### src/rtl/nco_pkg.sv
package nco_pkg;
  // Integer sine approximation, half wave of 2^(aw-1) entries, peak 2^(tw-1)-1
  function automatic int sin_entry(int k, int aw, int tw);
    longint h, j, u, amp, d, v;
    h   = longint'(1) << (aw - 1);
    j   = longint'(k) % h;
    u   = j * (h - j);
    amp = (longint'(1) << (tw - 1)) - 1;
    d   = 5 * h * h - 4 * u;
    v   = (amp * 16 * u + d / 2) / d;
    return (longint'(k) < h) ? int'(v) : -int'(v);
  endfunction
endpackage

### src/rtl/nco_offset_rx.sv
module nco_offset_rx #(
  parameter int FW = 32
) (
  input  logic          clk_i,
  input  logic          rst_ni,
  input  logic          sync_i,
  input  logic          sdata_i,
  output logic [FW-1:0] off_o
);
  localparam int CW = $clog2(FW);

  logic [FW-1:0] sh_q;
  logic [CW-1:0] cnt_q;
  logic          busy_q;
  logic [FW-1:0] sh_nxt;

  assign sh_nxt = {sh_q[FW-2:0], sdata_i};

  always_ff @(posedge clk_i or negedge rst_ni) begin
    if (!rst_ni) begin
      sh_q   <= '0;
      cnt_q  <= '0;
      busy_q <= 1'b0;
      off_o  <= '0;
    end else if (sync_i) begin
      cnt_q  <= '0;
      busy_q <= 1'b1;
    end else if (busy_q) begin
      sh_q  <= sh_nxt;
      cnt_q <= cnt_q + 1'b1;
      if (cnt_q == CW'(FW - 1)) begin
        off_o  <= sh_nxt;
        busy_q <= 1'b0;
      end
    end
  end
endmodule

### src/rtl/nco_phase_acc.sv
module nco_phase_acc #(
  parameter int FW = 32
) (
  input  logic          clk_i,
  input  logic          rst_ni,
  input  logic          step_i,
  input  logic          wr_i,
  input  logic [FW-1:0] wdata_i,
  input  logic          load_i,
  input  logic [FW-1:0] off_i,
  output logic [FW-1:0] hold_o,
  output logic [FW-1:0] base_o,
  output logic [FW-1:0] phase_o
);
  always_ff @(posedge clk_i or negedge rst_ni) begin
    if (!rst_ni) begin
      hold_o  <= '0;
      base_o  <= '0;
      phase_o <= '0;
    end else begin
      if (load_i)    base_o <= hold_o;
      else if (wr_i) hold_o <= wdata_i;  // writes blocked under load
      if (step_i)    phase_o <= phase_o + base_o + off_i;
    end
  end
endmodule

### src/rtl/nco_sincos_rom.sv
module nco_sincos_rom #(
  parameter int AW = 8,
  parameter int TW = 10
) (
  input  logic [AW-1:0]        addr_i,
  output logic signed [TW-1:0] sin_o,
  output logic signed [TW-1:0] cos_o
);
  localparam int N = 1 << AW;
  localparam logic [AW-1:0] QTR = AW'(N / 4);

  logic signed [TW-1:0] rom [N];

  for (genvar k = 0; k < N; k++) begin : g_rom
    localparam logic signed [TW-1:0] ENT = TW'(nco_pkg::sin_entry(k, AW, TW));
    assign rom[k] = ENT;
  end

  assign sin_o = rom[addr_i];
  assign cos_o = rom[addr_i + QTR];
endmodule

### src/rtl/carrier_nco.sv
module carrier_nco #(
  parameter int DW = 10,
  parameter int FW = 32,
  parameter int AW = 8,
  parameter int TW = 10,
  parameter int OW = 12
) (
  input  logic          clk_i,
  input  logic          rst_ni,
  input  logic          en_ni,
  input  logic          fmt_i,
  input  logic [DW-1:0] i_i,
  input  logic [DW-1:0] q_i,
  input  logic [1:0]    quad_i,
  input  logic          hold_wr_i,
  input  logic [FW-1:0] hold_data_i,
  input  logic          freq_ld_i,
  input  logic          ofs_sync_i,
  input  logic          ofs_data_i,
  output logic [OW-1:0] i_o,
  output logic [OW-1:0] q_o,
  output logic          valid_o
);
  localparam int MW = DW + TW;
  localparam int PW = MW + 1;
  localparam int SH = PW - OW;
  localparam int RNDV = 1 << (SH - 1);

  logic [FW-1:0] hold_q, base_q, off_q, phase_q;
  logic [AW-1:0] addr_c;
  logic [DW-1:0] fmt_mask;

  nco_offset_rx #(.FW(FW)) u_ofs (
    .clk_i   (clk_i),
    .rst_ni  (rst_ni),
    .sync_i  (ofs_sync_i),
    .sdata_i (ofs_data_i),
    .off_o   (off_q)
  );

  nco_phase_acc #(.FW(FW)) u_acc (
    .clk_i   (clk_i),
    .rst_ni  (rst_ni),
    .step_i  (!en_ni),
    .wr_i    (hold_wr_i),
    .wdata_i (hold_data_i),
    .load_i  (freq_ld_i),
    .off_i   (off_q),
    .hold_o  (hold_q),
    .base_o  (base_q),
    .phase_o (phase_q)
  );

  assign addr_c   = phase_q[FW-1 -: AW] + {quad_i, {(AW-2){1'b0}}};
  assign fmt_mask = {fmt_i, {(DW-1){1'b0}}};

  // stage 1: capture
  logic signed [DW-1:0] i_s1, q_s1, i_s2, q_s2;
  logic [AW-1:0]        addr_s1;
  logic                 v_s1, v_s2;

  always_ff @(posedge clk_i or negedge rst_ni) begin
    if (!rst_ni) begin
      i_s1 <= '0; q_s1 <= '0; addr_s1 <= '0; v_s1 <= 1'b0;
    end else begin
      v_s1 <= !en_ni;
      if (!en_ni) begin
        i_s1    <= i_i ^ fmt_mask;
        q_s1    <= q_i ^ fmt_mask;
        addr_s1 <= addr_c;
      end
    end
  end

  // stage 2: table lookup
  logic signed [TW-1:0] sin_c, cos_c, sin_s2, cos_s2;

  nco_sincos_rom #(.AW(AW), .TW(TW)) u_rom (
    .addr_i (addr_s1),
    .sin_o  (sin_c),
    .cos_o  (cos_c)
  );

  always_ff @(posedge clk_i or negedge rst_ni) begin
    if (!rst_ni) begin
      i_s2 <= '0; q_s2 <= '0; sin_s2 <= '0; cos_s2 <= '0; v_s2 <= 1'b0;
    end else begin
      v_s2 <= v_s1;
      if (v_s1) begin
        i_s2 <= i_s1; q_s2 <= q_s1; sin_s2 <= sin_c; cos_s2 <= cos_c;
      end
    end
  end

  // stage 3: complex multiply and round
  logic signed [MW-1:0] m_ic, m_qs, m_qc, m_is;
  logic signed [PW-1:0] sum_i, sum_q, rnd_i, rnd_q;

  always_comb begin
    m_ic  = i_s2 * cos_s2;
    m_qs  = q_s2 * sin_s2;
    m_qc  = q_s2 * cos_s2;
    m_is  = i_s2 * sin_s2;
    sum_i = PW'(m_ic) + PW'(m_qs);
    sum_q = PW'(m_qc) - PW'(m_is);
    rnd_i = (sum_i + PW'(RNDV)) >>> SH;
    rnd_q = (sum_q + PW'(RNDV)) >>> SH;
  end

  always_ff @(posedge clk_i or negedge rst_ni) begin
    if (!rst_ni) begin
      i_o <= '0; q_o <= '0; valid_o <= 1'b0;
    end else begin
      valid_o <= v_s2;
      if (v_s2) begin
        i_o <= rnd_i[OW-1:0];
        q_o <= rnd_q[OW-1:0];
      end
    end
  end
endmodule

### config.mk
export PLATFORM = sky130hd
export DESIGN_NAME = carrier_nco
export DESIGN_NICKNAME = d
export VERILOG_FILES = /design/src/rtl/nco_pkg.sv /design/src/rtl/nco_offset_rx.sv /design/src/rtl/nco_phase_acc.sv /design/src/rtl/nco_sincos_rom.sv /design/src/rtl/carrier_nco.sv
export SDC_FILE = /design/constraint.sdc
export NUM_CORES = 2
export LEC_CHECK = 0
export ABC_AREA = 1
export BUFFER_PORTS_ARGS = -buffer_cell sky130_fd_sc_hd__buf_4
export CORE_MARGIN = 2
export CORE_UTILIZATION = 50
export CTS_CLUSTER_SIZE = 10
export DETAILED_ROUTE_END_ITERATION = 6
export PLACE_DENSITY = 0.76
export SYNTH_ARGS = -nofsm -noshare
export SYNTH_HDL_FRONTEND = slang
export SYNTH_SLANG_ARGS = --single-unit
### constraint.sdc
create_clock -name clk_i -period 11.22 [get_ports clk_i]
set_input_delay 1.122 -clock clk_i [delete_from_list [all_inputs] [get_ports clk_i]]
set_output_delay 1.122 -clock clk_i [all_outputs]
set_load 0.03 [all_outputs]
Yosys cells after proc, flatten, opt, wreduce, memory -nomap -nowiden:

Memory sizes are Yosys's and may differ from the RTL's. A register that Yosys moved wholly into a read port is not among the register bits.
Index checks and enable logic that the tools add are counted.

* bits in read-only memories: 5120
* input bits: 62
* output and inout bits: 25
* register bits after elaboration: 240
* logic and storage cells: 51
* memories kept: 2

Memories
* (no name shown): words 256, bits a word 10, rd ports 1, clocked after Yosys merged registers in 1, wr ports 0, line nco_sincos_rom.sv:20 `assign cos_o = rom[addr_i + QTR];`
* (no name shown): words 256, bits a word 10, rd ports 1, clocked after Yosys merged registers in 1, wr ports 0, line nco_sincos_rom.sv:19 `assign sin_o = rom[addr_i];`

* multipliers: 4
* add/subtract/negate cells: 9
* reductions and logical operators: 7
* eq/ne operators: 1
* bitwise operators: 6
* muxes and demuxes: 5

Operators with widths (number)
* 10-bit by 10-bit multiplier with 20-bit output: 4
* 32-bit adder: 2
* 21-bit by 10-bit adder with 21-bit output, second input constant: 2
* 20-bit by 20-bit adder with 21-bit output: 1
* 20-bit by 20-bit subtractor with 21-bit output: 1
* 10-bit XOR: 2
* 8-bit NOT with 9-bit output: 2
* 5-bit two-way mux: 2
* 8-bit by 7-bit adder with 8-bit output, second input constant: 1
* 8-bit adder: 1
* 5-bit by 1-bit adder with 5-bit output, second input constant: 1
* 5-bit equality test, second input constant: 1
* 2-bit AND reduction: 2
* 1-bit logical NOT: 3
* 1-bit two-way mux: 3
* 3-bit AND reduction: 1
* 1-bit NOT: 2
* 2-bit nonzero test: 1

Logic depth before layout (Yosys ltp):

* depth after elaboration: 4
* gate-level depth with buffers: 30
* gate-level depth less buffers: 28

Hierarchy:

From an unflattened synthesis, not the netlist that was laid out.

* cell total of the unflattened synthesis: 4151
* area, all modules: 32307.2 um2

Modules (own cells, without submodules)
* carrier_nco: cells an instance 2495, seq. area each 2377.3 um2, area an instance 20651.1 um2, instances 1
* nco_phase_acc: cells an instance 820, seq. area each 2402.3 um2, area an instance 6442.4 um2, instances 1
* nco_offset_rx: cells an instance 269, seq. area each 1726.7 um2, area an instance 2622.5 um2, instances 1
* nco_sincos_rom: cells an instance 567, seq. area each 0.0 um2, area an instance 2591.2 um2, instances 1

Least setup slack after synthesis:

OpenSTA, ideal clock, no wires.

* path kind: reg2reg
* start: register cos_s2[9]
* end: register i_o[11]
* data arrival time: 5.814 ns
* library setup time: 0.118 ns
* slack: 5.288 ns
* clock period less this slack: 5.932 ns
* buffers on the path: 2
* stages on the path, launching flop included: 28
* data required time: 11.102 ns
* cells stage by stage: dfrtp_1 > clkbuf_1 > inv_1 > buf_1 > nor2_1 > fa_1 > inv_1 > fa_1 > fa_1 > inv_1 > fa_1 > inv_1 > fa_1 > inv_1 > fa_1 > inv_1 > fa_1 > inv_1 > ha_1 > nand2_1 > nor2_1 > nand2_1 > nor3_1 > nor2_1 > inv_1 > nand2_1 > nand3_1 > nand2_1

* cells in the longest elaborated chain, start to end: 3

Ends and longest elaborated chain
* from (decl): line carrier_nco.sv:76 `logic signed [TW-1:0] sin_c, cos_c, sin_s2, cos_s2;`
* 10-bit by 10-bit multiplier with 20-bit output: line carrier_nco.sv:100 `m_ic = i_s2 * cos_s2;`
* 20-bit by 20-bit adder with 21-bit output: line carrier_nco.sv:104 `sum_i = PW'(m_ic) + PW'(m_qs);`
* 21-bit by 10-bit adder with 21-bit output: line carrier_nco.sv:106 `rnd_i = (sum_i + PW'(RNDV)) >>> SH;`
* to (signal assigned): line carrier_nco.sv:116 `i_o <= rnd_i[OW-1:0];`
* to (decl): line carrier_nco.sv:20 `output logic [OW-1:0] i_o,`

No other way between the ends.
A chain may end at the register's enable or synchronous reset.

Worst setup path in the final report:

* start: register i_s2[9]
* end: register q_o[11]

* cells in the longest elaborated chain, start to end: 3

Ends and longest elaborated chain
* from (decl): line carrier_nco.sv:58 `logic signed [DW-1:0] i_s1, q_s1, i_s2, q_s2;`
* from (signal assigned): line carrier_nco.sv:90 `i_s2 <= i_s1; q_s2 <= q_s1; sin_s2 <= sin_c; cos_s2 <= cos_c;`
* 10-bit by 10-bit multiplier with 20-bit output: line carrier_nco.sv:103 `m_is = i_s2 * sin_s2;`
* 20-bit by 20-bit subtractor with 21-bit output: line carrier_nco.sv:105 `sum_q = PW'(m_qc) - PW'(m_is);`
* 21-bit by 10-bit adder with 21-bit output: line carrier_nco.sv:107 `rnd_q = (sum_q + PW'(RNDV)) >>> SH;`
* to (signal assigned): line carrier_nco.sv:117 `q_o <= rnd_q[OW-1:0];`
* to (decl): line carrier_nco.sv:21 `output logic [OW-1:0] q_o,`

No other way between the ends.

==> results.md <==
* Drt first pass iters at 5
* Fraction of layout cells with a size suffix above 1 at 0.0552
* Area leader, netlist: fa_1
* Crit path from: i_s2[9]$_DFFE_PN0P_
* Status: finished, final reports clean
* Fin crit period at 6790 ps
* Worst Reg2Reg Path Length in Cells at 21
* Fin cells at 5,018
* Vias in the first global route at 27,200
* Cell count after synthesis at 4,158
* Critical Path Source Type: flip-flop
* Synthesized cell area at 32,200 sq um
* Starting Density at 0.503
* Final nets at 4,894
* Critical Path RT at 11,760 ps
* Fin. Hold Viols at 0
* Clk buf depth at 3
* CP Capture Type: flip-flop
* Gr usage total at 0.266
* Post-Route WL at 84,400 um
* Met1 GRT Util at 0.358
* Number of antenna diodes at 0
* Setup Skew at 13.8 ps
* Achievable frequency at 147 MHz
* Seq/Total Area, Yosys at 0.202
* Clock sink count at 260
* Crit path kind: reg2reg
* Die width at 258 um
* Fin worst setup slack at 4430 ps
* Post-route DRC at 0
* Setup bufs post-CTS at 0
* Worst Tran Pin Value at 1110 ps
* Worst r2r src: i_s2[9]$_DFFE_PN0P_
* Main synth FF type: dfrtp_1
* Area Growth Syn to Fin at 6.86%
* Post-Syn Area per Cell at 7.74 sq um
* Dpl ws at 4560 ps
* Gr busiest metal: met2
* Commonest non-fill, non-tap cell in the layout: nand2_1
* Clk root buf: clkbuf_16
* HP Class: in2async
* Final core utilization at 0.537
* Placer Congestion at 0.984
* Final setup violation count at 0
* CTS Buf Count at 31
* DP HPWL at 64,200 um
* FP Rows at 93
* EDFF count, synth at 0
* Synth top area share at 0.301
* Max-cap violations at 0
* I/O Buffers at 86
* Fin. max-slew vios at 0
* Most frequent cells in the layout: nand2_1 (1,265), inv_1 (947), fa_1 (484)
* CTS hold repair buffers at 0
* Grt ovf at 0
* Met3 Use GR at 0.0390
* Clk slew on worst S/H paths at 60 ps
* H-tree Lvls at 1
* Count of cells resized by post-cts repair at 0
* Die H at 258 um
* Wire per inst at 16.8 um
* DR vias at 26,300
* Largest net degree at the start of global routing at 79
* TNS Setup at 0 ps
* Die ar. at 66,400 sq um
* Worst skew pair latency at 600 ps
* TritonCTS clock tree: yes
* Distinct cell type count after synthesis at 51
* Yosys warns at 0
* Top-Level Pins at 87
* Crit path max fanout at 20
* Vias/cell at 5.24
* Routed Antenna Nets at 0
* Final period utilization at 0.605
* Met2 Use GR at 0.430
* Initial antenna violation count at 0
* FFs w/ async S/R, synth at 1.00
* Global-route wire length before repair at 142,000 um
* Iter 0 DRT Violations at 2,095
* Core area at 64,000 sq um
* Mapped Nets at 4,898
* Top post-synthesis cells by area: fa_1 (30%), dfrtp_1 (20%), nand2_1 (15%)
* Number of synthesized register bits at 260
* Worst path arrival time at 7320 ps
* RSZ-0062 raised after global routing: no
* Dpl cells at 4,976
* Slew headroom at 0.261
worst paths after layout:
path / slack, ps / end
worst max-delay path: 4430 / q_o[11]$_DFFE_PN0P_
worst min-delay path: 440 / i_o[9]$_DFFE_PN0P_
worst max register to register: 4430 / q_o[11]$_DFFE_PN0P_
worst min register to register: 470 / u_acc.base_o[3]$_DFFE_PN0P_
max in group asynchronous: 8820 / u_ofs.sh_q[3]$_DFFE_PN0P_
min in group clk_i: 470 / u_acc.base_o[3]$_DFFE_PN0P_
per-stage QoR:
stage | cell area [sq um] | hold slack [ps]
2_1_floorplan | 32200 | 417
3_3_place_gp | 33500 | 454
3_5_place_dp | 33500 | 458
4_1_cts | 34400 | 453
5_1_grt | 34400 | 475
6_report | 34400 | 439
layout make-up:
class                   count  area, sq um
multi-input cells        2786        21400
repair buffers            115          871
fillers                  6011        29600
flip-flops and latches    260         6510
well taps                 855         1070
clock buffers              38          832
clock inverters             4         85.1
inverters                 960         3600
sequential cells by signal, summed over array words and instances, names as in the netlist, 12 cells and up:
name,flops
u_acc.phase_o,32
u_acc.hold_o,32
u_ofs.off_o,32
q_o,12
u_ofs.sh_q,31
i_o,12
u_acc.base_o,32
worst max-delay path, stage by stage, from the launching register on:
cell	delay (ps)
dfrtp_1	820
nand2_1	540
inv_1	330
fa_1	540
inv_1	110
fa_1	440
inv_1	90
fa_1	450
fa_1	510
fa_1	500
inv_1	50
fa_1	450
fa_1	570
ha_1	410
nand4_1	140
nor2_1	240
nand4_1	130
nand3_1	120
inv_1	50
nand3_1	70
nand3_1	80
nand2_1	70
cells by family (layout without fill, tap and decap cells):
kind of cell,after synthesis,after routing,share of synthesized area
flip-flops,260,260,0.202
multiplexers,33,33,0.0115
AO/OA/AOI/OAI,340,340,0.0569
XOR/XNOR,25,25,0.00680
buffers and inverters,1112,1117,0.133
AND/OR/NAND/NOR,1710,1710,0.214
adder cells (fa/ha/maj),678,678,0.376
cell usage after synthesis (4+ instances only):
cell / number
nand2_1: 1266
inv_1: 947
fa_1: 484
dfrtp_1: 260
ha_1: 194
nor2_1: 187
nand3_1: 171
o21ai_0: 170
clkbuf_1: 108
a21oi_1: 95
mux2_2: 32
o21ai_1: 25
buf_2: 22
nand4_1: 22
nor3_1: 22
xnor2_1: 15
inv_2: 12
nand3b_1: 11
o21bai_1: 11
buf_1: 10
xor2_1: 10
nand2_2: 9
buf_4: 8
o211ai_1: 6
or2_2: 6
a31oi_1: 5
o22ai_1: 5
a21boi_0: 4
nand2_4: 4
routing by layer:
layer,part of all wire,wire length [um]
met5,0,0
met4,0.052,4390
met3,0.074,6250
met2,0.46,38500
met1,0.42,35300
Power is not shown: default switching activity piles up to over one toggle a cycle in this logic, so the estimate is an artifact.
